<file path="config.mk">
export PLATFORM = sky130hd
export DESIGN_NAME = pmul_array
export DESIGN_NICKNAME = d
export VERILOG_FILES = /design/src/rtl/pmul_pkg.sv /design/src/rtl/pmul_bit_delay.sv /design/src/rtl/pmul_stage.sv /design/src/rtl/pmul_array.sv
export SDC_FILE = /design/constraint.sdc
export NUM_CORES = 1
export LEC_CHECK = 0
export ABC_AREA = 1
export CELL_PAD_IN_SITES_DETAIL_PLACEMENT = 0
export CELL_PAD_IN_SITES_GLOBAL_PLACEMENT = 1
export CORE_MARGIN = 2
export CORE_UTILIZATION = 45
export CTS_BUF_LIST = sky130_fd_sc_hd__clkbuf_4 sky130_fd_sc_hd__clkbuf_8 sky130_fd_sc_hd__clkbuf_16
export DETAILED_ROUTE_END_ITERATION = 7
export HOLD_SLACK_MARGIN = 0.15
export PLACE_DENSITY = 0.82
export SYNTH_ARGS = -nofsm -noshare
export SYNTH_HDL_FRONTEND = slang
export SYNTH_SLANG_ARGS = --single-unit
export TNS_END_PERCENT = 1
</file>
<file path="constraint.sdc">
create_clock -name clk -period 4.1 [get_ports clk]
set_clock_uncertainty 0.2 [all_clocks]
set_input_delay 0.82 -clock clk [delete_from_list [all_inputs] [get_ports clk]]
set_output_delay 0.82 -clock clk [all_outputs]
set_load 0.1 [all_outputs]
</file>
<file path="src/rtl/pmul_pkg.sv">
package pmul_pkg;
  // Default operand widths for the array multiplier.
  localparam int unsigned PM_A_W = 8;
  localparam int unsigned PM_B_W = 8;
endpackage

</file>
<file path="src/rtl/pmul_bit_delay.sv">
// Delay line of DEPTH flops for one multiplier bit (DEPTH >= 1).
module pmul_bit_delay #(
  parameter int unsigned DEPTH = 1
) (
  input  logic clk,
  input  logic d,
  output logic q
);
  logic [DEPTH-1:0] sr;

  always_ff @(posedge clk) begin
    sr <= (sr << 1) | DEPTH'(d);
  end

  assign q = sr[DEPTH-1];
endmodule

</file>
<file path="src/rtl/pmul_stage.sv">
// One unrolled accumulation step: conditionally add the multiplicand,
// shifted left by SHIFT, to the partial sum, then register.
module pmul_stage #(
  parameter int unsigned A_W   = 8,
  parameter int unsigned P_W   = 16,
  parameter int unsigned SHIFT = 0
) (
  input  logic           clk,
  input  logic           rst,
  input  logic           v_i,
  input  logic [A_W-1:0] a_i,
  input  logic           bit_i,
  input  logic [P_W-1:0] acc_i,
  output logic           v_o,
  output logic [A_W-1:0] a_o,
  output logic [P_W-1:0] acc_o
);
  localparam int unsigned EXT = P_W - A_W;

  logic [P_W-1:0] addend;

  always_comb begin
    addend = {{EXT{1'b0}}, a_i} << SHIFT;
  end

  // Only the valid flag is reset; data registers are free-running.
  always_ff @(posedge clk) begin
    if (rst) v_o <= 1'b0;
    else     v_o <= v_i;
  end

  always_ff @(posedge clk) begin
    a_o   <= a_i;
    acc_o <= bit_i ? (acc_i + addend) : acc_i;
  end
endmodule

</file>
<file path="src/rtl/pmul_array.sv">
module pmul_array
  import pmul_pkg::*;
#(
  parameter int unsigned A_W = PM_A_W,
  parameter int unsigned B_W = PM_B_W
) (
  input  logic                 clk,
  input  logic                 rst,
  input  logic                 in_vld,
  input  logic [A_W-1:0]       mcand,
  input  logic [B_W-1:0]       mplier,
  output logic                 out_vld,
  output logic [A_W+B_W-1:0]   product
);
  localparam int unsigned P_W = A_W + B_W;

  // Index 0 is the block input; index k+1 is the output of stage k.
  logic           s_v   [0:B_W];
  logic [A_W-1:0] s_a   [0:B_W];
  logic [P_W-1:0] s_acc [0:B_W];
  logic [B_W-1:0] bit_at_stage;

  assign s_v[0]   = in_vld;
  assign s_a[0]   = mcand;
  assign s_acc[0] = '0;

  for (genvar k = 0; k < B_W; k++) begin : g_stage
    if (k == 0) begin : g_nodly
      assign bit_at_stage[k] = mplier[k];
    end else begin : g_dly
      pmul_bit_delay #(.DEPTH(k)) u_dly (
        .clk (clk),
        .d   (mplier[k]),
        .q   (bit_at_stage[k])
      );
    end

    pmul_stage #(.A_W(A_W), .P_W(P_W), .SHIFT(k)) u_stg (
      .clk   (clk),
      .rst   (rst),
      .v_i   (s_v[k]),
      .a_i   (s_a[k]),
      .bit_i (bit_at_stage[k]),
      .acc_i (s_acc[k]),
      .v_o   (s_v[k+1]),
      .a_o   (s_a[k+1]),
      .acc_o (s_acc[k+1])
    );
  end

  assign out_vld = s_v[B_W];
  assign product = s_acc[B_W];
endmodule

</file>
Word-level counts from Yosys, hierarchy flattened
Index checks and enable logic that the tools add are counted.

Logic and storage cells: 51. Bits of input ports: 19. Register bits after elaboration: 206. Output and inout bits: 17.

Add/subtract/negate cells: 7. Multiplexer cells: 7. Bitwise operators: 6.

Operators by type and width (count): $mux 16 (6); $add 16x11->16 (1); $add 16x12->16 (1); $add 16x13->16 (1); $add 16x14->16 (1); $add 16x15->16 (1); $add 10x10->11 (1); $add 8x9->10 (1); $mux 8 (1); $or 7x1->7 (1); $or 6x1->6 (1); $or 5x1->5 (1); $or 4x1->4 (1); $or 3x1->3 (1); $or 2x1->2 (1).

Logic depth before layout (Yosys ltp)
Gate-level depths: netlist of the first run.

Word-level depth: 2. Gate-level depth with buffers: 9. Mapped depth without buffers: 9.

Modules after synthesis
Synthesis of the first run repeated with hierarchy kept, for this count alone.

Cells, all modules: 1246. Area total of the unflattened synthesis: 9760.6 um^2.

Modules (own cells, without submodules): pmul_stage (g_stage[0].u_stg) (area an instance 1302.5 um^2, cells an instance 189, seq. area each 500.5 um^2, times used 1); pmul_stage (g_stage[1].u_stg) (area an instance 1232.4 um^2, cells an instance 169, seq. area each 500.5 um^2, times used 1); pmul_stage (g_stage[2].u_stg) (area an instance 1187.4 um^2, cells an instance 163, seq. area each 500.5 um^2, times used 1); pmul_stage (g_stage[3].u_stg) (area an instance 1164.9 um^2, cells an instance 159, seq. area each 500.5 um^2, times used 1); pmul_stage (g_stage[5].u_stg) (area an instance 1123.6 um^2, cells an instance 146, seq. area each 500.5 um^2, times used 1); pmul_stage (g_stage[4].u_stg) (area an instance 1114.8 um^2, cells an instance 139, seq. area each 500.5 um^2, times used 1); pmul_stage (g_stage[6].u_stg) (area an instance 1073.5 um^2, cells an instance 134, seq. area each 500.5 um^2, times used 1); pmul_stage (g_stage[7].u_stg) (area an instance 997.2 um^2, cells an instance 118, seq. area each 500.5 um^2, times used 1); pmul_bit_delay (g_stage[7].g_dly.u_dly) (area an instance 140.1 um^2, cells an instance 7, seq. area each 140.1 um^2, times used 1); pmul_bit_delay (g_stage[6].g_dly.u_dly) (area an instance 120.1 um^2, cells an instance 6, seq. area each 120.1 um^2, times used 1); pmul_bit_delay (g_stage[5].g_dly.u_dly) (area an instance 100.1 um^2, cells an instance 5, seq. area each 100.1 um^2, times used 1); pmul_bit_delay (g_stage[4].g_dly.u_dly) (area an instance 80.1 um^2, cells an instance 4, seq. area each 80.1 um^2, times used 1); pmul_bit_delay (g_stage[3].g_dly.u_dly) (area an instance 60.1 um^2, cells an instance 3, seq. area each 60.1 um^2, times used 1); pmul_bit_delay (g_stage[2].g_dly.u_dly) (area an instance 40.0 um^2, cells an instance 2, seq. area each 40.0 um^2, times used 1); +2 rows.

Least setup slack after synthesis of the first run
No wires, ideal clock.

Kind: flip-flop to output port. From: reg g_stage[7].u_stg.v_o. To: out out_vld. Slack: 2.171 ns. Path buffers: 0. Cell stages (with the launch flop): 1. Arrival time: 0.909 ns. Required time: 3.080 ns. Cell sequence: dfxtp_1.

RTL lines: from (decl) (RTL line pmul_stage.sv:14) `output logic v_o,`; from (signal assigned) (RTL line pmul_stage.sv:29) `else v_o <= v_i;`; to (decl) (RTL line pmul_array.sv:12) `output logic out_vld,`.

No word-level cell between the ends.

Worst setup path after layout of the first run
From: reg g_stage[7].u_stg.acc_o[15]. To: out product[15].

RTL lines: from (decl) (RTL line pmul_stage.sv:16) `output logic [P_W-1:0] acc_o`; from (signal assigned) (RTL line pmul_stage.sv:34) `acc_o <= bit_i ? (acc_i + addend) : acc_i;`; to (decl) (RTL line pmul_array.sv:13) `output logic [A_W+B_W-1:0] product`.

No word-level cell between the ends.

==> reports/qor.txt, run 1 <==
Via count: 4930
Status: finished clean
Clk sinks: 191
Htree depth: 4
Slew @ Worst Pin: 0.978 ns
Worst path arrival time: 1.88 ns
RSZ-0062 raised after global routing: false
Final Hold Viols: 0
CTS tree: done
NumNets Final: 949
Root Buffer: clkbuf_16
Netlist cell types: 21
Drt via density: 4.61
CP max stage delay: 1.13 ns
Core Region: 15000 um^2
Flop-to-flop setup slack: 2.23 ns
Post-Syn Nets: 857
# DRC: 0
Vias in the first global route: 4708
Die Y: 128 um
I/O pins: 36
Remaining global-route overflow: 0
Mapped Cells: 776
WP data required: 3.08 ns
Diodes inserted: 0
Initial core utilization: 45.7%
TritonCTS buffer count: 17
Critical register-to-register path startpoint: g_stage[5].u_stg.acc_o[6]
CP Buf/Inv Count: 1
Cell area after layout: 8450 um^2
Worst-path clk slew: 0.07 ns
CP Capture Type: primary output
WS Path Type: reg -> out
Chip width: 128 um
Hold_sp: g_stage[6].u_stg.acc_o[0]
IO buf count: 35
RD Place Congestion: 0.868
P per Cell Area: 635 nW/um^2
Initial detailed-routing violation count: 230
CTS Buffer Depth: 2
Drt total wl: 11700 um
Crit path max-delay family: buffers and inverters
Clk_lat worst skew: 0.43 ns
Final ANT Viol Nets: 0
Worst path cell trace: clkdlybuf4s50_1
Critical path origin: g_stage[7].u_stg.acc_o[15]
Post-DP Area: 7400 um^2
Fmax: 345 MHz
DR WL/cell: 10.9 um
Hold buffers post-CTS: 47
Die area: 16300 um^2
FP Rows: 45
Tcrit/Tclk final: 70.7%
Post-CTS sizing: 0
First-pass GRT wire length: 20400 um
CP Max Fanout: 1
DRT Pass-1 Iters: 4
Syn-to-layout area delta: 23.0%
Maximum VDD drop: 0.320 mV
Final-report max-slew violation count: 0
Leak pwr: 4.17 nW
Slew headroom: 34.6%
Critical path's slowest cell: clkdlybuf4s50_1
Register area share after synthesis: 55.7%
# Max-Cap Violations: 0
Crit start category: flop
Initial antenna violation count: 0
Post-CTS setup buffer count: 0
Endpoints failing setup: 0
Layout cells sized above 1: 3.97%
TNS Setup: 0 ns
Hold Crit Class: reg -> reg
Mean Syn Cell Area: 8.85 um^2
Detailed-placement wirelength estimate: 8580 um
Largest net degree at the start of global routing: 20
GRT Total Usage: 15.7%
Synthesized area: 6870 um^2
Syn. warnings: 0
Minimum clock period: 2.90 ns
FILL cells: 1304
Synthesized flop and latch total: 191
==> power by group <==
group / leakage (nW) / total, W / switching [W] / internal (W)
clock: 0.285 / 0.00157 / 0.000753 / 0.000821
combinational: 2.28 / 0.00152 / 0.000978 / 0.000542
sequential: 1.60 / 0.00227 / 0.000140 / 0.00213
total: 4.17 / 0.00536 / 0.00187 / 0.00349
==> flip-flops by register name, summed over array words and instances, names as in the netlist <==
signal and flops:
g_stage.u_stg.v_o 8, g_stage.g_dly.u_dly.sr 27, g_stage.g_dly.u_dly.q 1, g_stage.u_stg.acc_o 99, g_stage.u_stg.a_o 56
==> final timing paths <==
kind | cells after the start | to
max | 1 | product[15]
min | 0 | g_stage[7].u_stg.acc_o[0]
max reg2reg | 9 | g_stage[6].u_stg.acc_o[12]
min reg2reg | 0 | g_stage[7].u_stg.acc_o[0]
==> cells in the mapped netlist <==
library cell / n / area, um^2
nand2_2: 1 / 6.26
nor2_1: 34 / 128
o21ai_0: 26 / 130
xor2_1: 6 / 52.6
or2_4: 1 / 8.76
buf_2: 6 / 30.0
inv_1: 83 / 312
nand3_1: 60 / 300
clkinv_1: 6 / 22.5
and2_4: 1 / 8.76
o21ai_1: 1 / 5.00
fa_1: 7 / 140
clkbuf_1: 2 / 7.51
a21oi_1: 28 / 140
ha_1: 55 / 688
nand2_1: 253 / 950
dfxtp_1: 191 / 3820
clkbuf_8: 1 / 13.8
xnor2_1: 1 / 8.76
nand3b_1: 11 / 82.6
or2_1: 2 / 12.5
==> cells in the final DEF, fill, tap and decap left out, drive strengths merged <==
cell type and n:
nor2 34, xnor2 1, xor2 6, clkinv 10, and2 1, fa 7, clkinvlp 1, a21oi 28
ha 55, dlygate4sd3 47, nand3b 11, clkbuf 18, inv 92, nand3 60, nand2 254, or2 3
o21ai 27, dfxtp 191, clkdlybuf4s50 35
==> through the flow <==
stage                     total power [W]  std cells  worst slack (ns)  hold slack, ns  util (%)
after global placement            0.00371        990              1.67           0.110      49.3
after detailed placement          0.00376        990              1.65           0.112      49.3
after global routing              0.00570       1069              1.15           0.159      56.2
after CTS                         0.00541       1069              1.17           0.151      56.2
final                             0.00536       1069              1.20           0.142      56.2
after floorplan                   0.00344        776              2.17           0.110         -
==> final cells by class <==
type / instances / area (um^2) / area share, %
Clock buffer: 18 / 433 / 5.12
Clock inverter: 14 / 143 / 1.69
Inverter: 89 / 334 / 3.95
Multi-Input combinational cell: 487 / 2660 / 31.5
Sequential cell: 191 / 3820 / 45.2
Tap cell: 188 / 235 / 2.78
Timing Repair Buffer: 82 / 821 / 9.71
==> cells by family after synthesis <==
family / count (synthesis) / share of synthesized area [%]
adders and majority gates: 62 / 12.1
and+or+nand+nor: 363 / 21.8
DFF: 191 / 55.7
xor gates and xnor gates: 7 / 0.892
AOI/OAI and AO/OA: 55 / 4.01
buffers and inverters: 98 / 5.61
==> per-layer routing <==
layer  track usage [%]  up-vias  share of wire [%]  wire, um
met4              6.59        0                1.5       180
met2              27.0      103                 49      5700
met5                 0        -                  0         0
met1              18.6     2178                 45      5280
met3              4.19       16                4.3       496
li1                  -     2633                  -         -
Note: power is estimated with default switching activity, not from simulation.
==> run 2, diff against run 1 <==
Clock period 4.1 ns to 2.7 ns, I/O delays scaled along.
==> run 2 against run 1 <==
Core utilization increased by 0.058 points; combinational power increased by 50%; critical path depth increased by 8; worst setup slack got worse by 0.37 ns; critical path type is now reg -> reg; register-to-register slack got worse by 1.4 ns; final cell count is 0.19% higher.
==> reports/qor.txt, run 2 (synthesized netlist as in run 1, its figures left out) <==
Fmax: 536 MHz
Final Hold Viols: 0 (unchanged)
Worst path arrival time: 2.04 ns (was 1.88 ns)
TNS Setup: 0 ns (unchanged)
Hold_sp: g_stage[4].u_stg.acc_o[0] (was g_stage[6].u_stg.acc_o[0])
IO buf count: 35 (unchanged)
Die Y: 128 um (unchanged)
Worst-path clk slew: 0.07 ns (about the same)
Maximum VDD drop: 0.479 mV (was 0.320 mV)
Htree depth: 4 (unchanged)
Diodes inserted: 0 (unchanged)
Largest net degree at the start of global routing: 21 (was 20)
Critical register-to-register path startpoint: g_stage[2].u_stg.a_o[0] (was g_stage[5].u_stg.acc_o[6])
Flop-to-flop setup slack: 0.83 ns (was 2.23 ns)
CP Capture Type: flop (was primary output)
Status: finished clean (unchanged)
Endpoints failing setup: 0 (unchanged)
TritonCTS buffer count: 17 (unchanged)
WS Path Type: reg -> reg (was reg -> out)
Leading cell types in the layout, fill and taps excluded: nand2_1, dfxtp_1, inv_1 (unchanged)
Clk sinks: 191 (unchanged)
Vias in the first global route: 4623 (was 4708)
FP Rows: 45 (unchanged)
Util after Layout: 56.3% (was 56.2%)
Cells on worst reg2reg path: 9 (unchanged)
Hold Crit Class: reg -> reg (unchanged)
Crit start category: flop (unchanged)
Core Region: 15000 um^2 (unchanged)
Final ANT Viol Nets: 0 (unchanged)
P per Cell Area: 973 nW/um^2 (was 635 nW/um^2)
DR WL/cell: 10.7 um (was 10.9 um)
Top flop regs: g_stage.u_stg.acc_o x99, g_stage.u_stg.a_o x56, g_stage.g_dly.u_dly.sr x27 (unchanged)
Initial detailed-routing violation count: 210 (was 230)
CTS tree: done (unchanged)
# Max-Cap Violations: 0 (unchanged)
Biggest register: g_stage.u_stg.acc_o (unchanged)
Via count: 4975 (was 4930)
Slew headroom: 76.1% (was 34.6%)
Critical path origin: g_stage[2].u_stg.a_o[0] (was g_stage[7].u_stg.acc_o[15])
Minimum clock period: 1.87 ns
Clk_lat worst skew: 0.43 ns (about the same)
Worst R2R End: g_stage[3].u_stg.acc_o[9] (was g_stage[6].u_stg.acc_o[12])
FILL cells: 1327 (was 1304)
CTS Buffer Depth: 2 (unchanged)
Detailed-placement wirelength estimate: 8580 um (about the same)
Drt via density: 4.65 (was 4.61)
I/O pins: 36 (unchanged)
Max reg flops: 99 (unchanged)
# DRC: 0 (unchanged)
CP Max Fanout: 3 (was 1)
Drt total wl: 11400 um (was 11700 um)
Hold depth: 0 (unchanged)
Tcrit/Tclk final: 69.1%
Initial core utilization: 45.7% (unchanged)
Most common cell after layout, fill and taps aside: nand2_1 (unchanged)
Layout cells sized above 1: 6.23% (was 3.97%)
GRT Total Usage: 15.6% (was 15.7%)
Hold EP: g_stage[5].u_stg.acc_o[0] (was g_stage[7].u_stg.acc_o[0])
First-pass GRT wire length: 20400 um (about the same)
RD Place Congestion: 0.857 (was 0.868)
Initial antenna violation count: 0 (unchanged)
WP data required: 2.88 ns (was 3.08 ns)
Root Buffer: clkbuf_16 (unchanged)
RSZ-0062 raised after global routing: false (unchanged)
DRT Pass-1 Iters: 6 (was 4)
Chip width: 128 um (unchanged)
Post-CTS sizing: 0 (unchanged)
Slew @ Worst Pin: 0.358 ns (was 0.978 ns)
Die area: 16300 um^2 (unchanged)
Leak pwr: 4.22 nW (was 4.17 nW)
NumNets Final: 951 (was 949)
Remaining global-route overflow: 0 (unchanged)
Final-report max-slew violation count: 0 (unchanged)
Syn-to-layout area delta: 23.1% (was 23.0%)
run 2: cell count changes in the layout (fill, tap and decap cells not counted):
cell,previous run,this run
clkbuf_4,1,0
clkdlybuf4s50_1,35,18
clkinv_4,2,1
clkinv_8,1,3
dlygate4sd3_1,47,46
bufinv_16,0,1
clkinvlp_4,1,0
buf_4,0,20
run 2: layout make-up:
| class | instances | area [um^2] | area share [%] |
|---|---|---|---|
| Sequential cell | 191 | 3820 | 45.2 |
| Inverter | 89 | 334 | 3.95 |
| Tap cell | 188 | 235 | 2.78 |
| Clock buffer | 17 | 425 | 5.03 |
| Timing Repair Buffer | 84 | 791 | 9.35 |
| Clock inverter | 15 | 189 | 2.23 |
| Multi-Input combinational cell | 487 | 2660 | 31.5 |
run 2: through the flow:
step                hold slack [ns]  setup WS (ns)  power [W]  cell area [um^2]  cells
floorplan                     0.110           1.05    0.00522              6870    776
global placement              0.110          0.887    0.00563              7380    993
detailed placement            0.112          0.836    0.00568              7380    993
CTS                           0.153          0.820    0.00831              8460   1071
global route                  0.153          0.681    0.00877              8460   1071
finish                        0.142          0.834    0.00823              8460   1071
run 2: worst max-delay path, cell delays in order (launching register included):
cell and delay [ns]:
dfxtp_1 0.36, ha_1 0.23, fa_1 0.39, nand2_1 0.10, nand3_1 0.12, nand3b_1 0.14, nand2_1 0.06, nand2_1 0.07
nand3_1 0.06, nand2_1 0.08
run 2: timing repair:
| item | in CTS | in global routing |
|---|---|---|
| buffers inserted | 0 | 0 |
| hold endpoints to repair | 46 | 0 |
| hold buffers | 46 | 0 |
| setup endpoints to repair | 0 | 0 |
run 2: report_power, final:
part / switching (W) / internal, W / total [W]
combinational: 0.00148 / 0.000796 / 0.00228
clock: 0.00116 / 0.00134 / 0.00251
sequential: 0.000209 / 0.00323 / 0.00344
total: 0.00286 / 0.00537 / 0.00823
run 2: worst max-delay path by stage:
| stage | endpoint | slack (ns) | depth (start not counted) |
|---|---|---|---|
| floorplan | g_stage[3].u_stg.acc_o[9] | 1.05 | 8 |
| global placement | g_stage[3].u_stg.acc_o[9] | 0.89 | 9 |
| detailed placement | g_stage[3].u_stg.acc_o[9] | 0.84 | 9 |
| CTS | g_stage[3].u_stg.acc_o[9] | 0.82 | 9 |
| global route | g_stage[3].u_stg.acc_o[9] | 0.68 | 9 |
| finish | g_stage[3].u_stg.acc_o[9] | 0.83 | 9 |
run 2: routing by layer:
metal / vias up / share of wire [%] / track usage [%]
li1: 2640 / - / -
met1: 2224 / 45 / 18.7
met2: 89 / 49 / 26.1
met3: 22 / 3.7 / 4.02
met4: 0 / 2.0 / 7.24
met5: - / 0 / 0
==> run 3, diff against run 2 <==
Clock period 2.7 ns to 1.9 ns, I/O delays scaled along.
==> run 3 against run 2 <==
Clock power is 41% higher; hold slack better by 0.0033 ns; global-route usage is 0.62 points higher; maximum frequency is 5.2% higher; critical endpoint is now g_stage[6].u_stg.acc_o[12]; highest routed layer unchanged.
==> reports/qor.txt, run 3 (synthesized netlist as in run 1, its figures left out) <==
# Max-Cap Violations: 0 (unchanged)
# DRC: 0 (unchanged)
WS Path Type: reg -> reg (unchanged)
Most common cell after layout, fill and taps aside: nand2_1 (unchanged)
Drt total wl: 12100 um (was 11400 um)
Die area: 16300 um^2 (unchanged)
Max reg flops: 99 (unchanged)
Chip width: 128 um (unchanged)
Clk sinks: 191 (unchanged)
Sw power: 0.00416 W (was 0.00286 W)
CTS Buffer Depth: 2 (unchanged)
Core Region: 15000 um^2 (unchanged)
Vias in the first global route: 4778 (was 4623)
Status: finished clean (unchanged)
Slew headroom: 74.8% (was 76.1%)
Comb power frac: 29.6% (was 27.7%)
Worst-path clk slew: 0.07 ns (about the same)
Initial core utilization: 45.7% (unchanged)
Maximum VDD drop: 0.684 mV (was 0.479 mV)
P per Cell Area: 1390 nW/um^2 (was 973 nW/um^2)
Remaining global-route overflow: 0 (unchanged)
Final-report max-slew violation count: 0 (unchanged)
Detailed-placement wirelength estimate: 8940 um (was 8580 um)
Diodes inserted: 0 (unchanged)
CP Max Fanout: 3 (unchanged)
Hold Crit Class: reg -> reg (unchanged)
Endpoints failing setup: 0 (unchanged)
Crit start category: flop (unchanged)
Drt via density: 4.66 (was 4.65)
NumNets Final: 952 (was 951)
Leak pwr: 4.29 nW (was 4.22 nW)
Via count: 4991 (was 4975)
Die Y: 128 um (unchanged)
WP data required: 2.08 ns (was 2.88 ns)
Share of power burned in registers: 41.1% (was 41.8%)
Biggest register: g_stage.u_stg.acc_o (unchanged)
DR WL/cell: 11.3 um (was 10.7 um)
FILL cells: 1302 (was 1327)
Final Hold Viols: 0 (unchanged)
FP Rows: 45 (unchanged)
Clk_lat worst skew: 0.43 ns (about the same)
Layout cells sized above 1: 7.58% (was 6.23%)
Final ANT Viol Nets: 0 (unchanged)
Syn-to-layout area delta: 26.7% (was 23.1%)
First-pass GRT wire length: 21000 um (was 20400 um)
Sw Share: 34.4% (was 34.7%)
CTS tree: done (unchanged)
Initial antenna violation count: 0 (unchanged)
IO buf count: 35 (unchanged)
Worst path arrival time: 1.95 ns (was 2.04 ns)
TNS Setup: 0 ns (unchanged)
Root Buffer: clkbuf_16 (unchanged)
Fmax: 564 MHz (was 536 MHz)
GRT Total Usage: 16.2% (was 15.6%)
CP Capture Type: flop (unchanged)
Clock power frac: 29.3% (was 30.5%)
Htree depth: 4 (unchanged)
Top flop regs: g_stage.u_stg.acc_o x99, g_stage.u_stg.a_o x56, g_stage.g_dly.u_dly.sr x27 (unchanged)
Tcrit/Tclk final: 93.4% (was 69.1%)
Initial detailed-routing violation count: 191 (was 210)
RSZ-0062 raised after global routing: false (unchanged)
Largest net degree at the start of global routing: 20 (was 21)
I/O pins: 36 (unchanged)
TritonCTS buffer count: 17 (unchanged)
RD Place Congestion: 0.856 (was 0.857)
Leading cell types in the layout, fill and taps excluded: nand2_1, dfxtp_1, inv_1 (unchanged)
Slew @ Worst Pin: 0.377 ns (was 0.358 ns)
Minimum clock period: 1.77 ns (was 1.87 ns)
Int Power: 0.00794 W (was 0.00537 W)
Total power: 0.0121 W (was 0.00823 W)
DRT Pass-1 Iters: 7 (was 6)
[run 3: cell count changes in the layout (fill, tap and decap cells not counted), moves of 4 or more]
cell,change
fa_2,+5
fa_1,-5
nand3_2,+4
buf_4,-16
buf_12,+17
nand3_1,-4
[run 3: critical path, cell delays in order (launching register included)]
cell and delay (ns):
dfxtp_1 0.32, ha_1 0.23, fa_2 0.35, nand2_1 0.09, nand3_1 0.12, nand3b_1 0.15, nand2_1 0.06, nand2_1 0.08
nand3_1 0.07, nand2_1 0.06
[run 3: worst paths after layout]
check / from / to / slack (ns) / depth (start not counted)
max: g_stage[5].u_stg.acc_o[6] / g_stage[6].u_stg.acc_o[12] / 0.13 / 9
min: g_stage[5].u_stg.acc_o[0] / g_stage[6].u_stg.acc_o[0] / 0.15 / 0
max reg2reg: g_stage[5].u_stg.acc_o[6] / g_stage[6].u_stg.acc_o[12] / 0.13 / 9
min reg2reg: g_stage[5].u_stg.acc_o[0] / g_stage[6].u_stg.acc_o[0] / 0.15 / 0
[run 3: power groups by stage]
stage	Clock, W	Combinational (W)	Sequential (W)
2_1_floorplan	0	0.00167	0.00574
3_3_place_gp	0	0.00331	0.00505
6_report	0.00355	0.00358	0.00497
4_1_cts	0.00362	0.00354	0.00497
3_5_place_dp	0	0.00337	0.00507
5_1_grt	0.00380	0.00398	0.00503
[run 3: layout make-up]
| type | instances | area (um^2) | share of cell area, % |
|---|---|---|---|
| Multi-Input combinational cell | 487 | 2700 | 31.0 |
| Timing Repair Buffer | 85 | 1010 | 11.6 |
| Clock buffer | 18 | 433 | 4.97 |
| Inverter | 89 | 334 | 3.84 |
| Clock inverter | 14 | 169 | 1.94 |
| Sequential cell | 191 | 3820 | 43.9 |
| Tap cell | 188 | 235 | 2.70 |
[run 3: repair_timing]
item,CTS,global route
hold endpoints to repair,46,0
setup buffers,0,0
hold buffers,46,0
resized for setup,0,11
setup endpoints to repair,0,11
[run 3: per-layer routing]
layer | up-vias | routed length, um | GRT usage [%]
met5 | - | 0 | 0
met4 | 0 | 208 | 6.79
met3 | 23 | 386 | 3.98
met2 | 63 | 5870 | 28.0
met1 | 2265 | 5630 | 19.2
li1 | 2640 | - | -
[run 3: metrics by stage]
step | worst slack, ns | area, um^2 | hold slack, ns | std cells | util (%)
global placement | 0.0991 | 7600 | 0.110 | 994 | 50.6
CTS | 0.0628 | 8670 | 0.152 | 1072 | 57.7
finish | 0.126 | 8700 | 0.145 | 1072 | 57.9
global route | 0.00886 | 8700 | 0.157 | 1072 | 57.9
detailed placement | 0.0805 | 7600 | 0.112 | 994 | 50.6
floorplan | 0.249 | 6870 | 0.110 | 776 | -
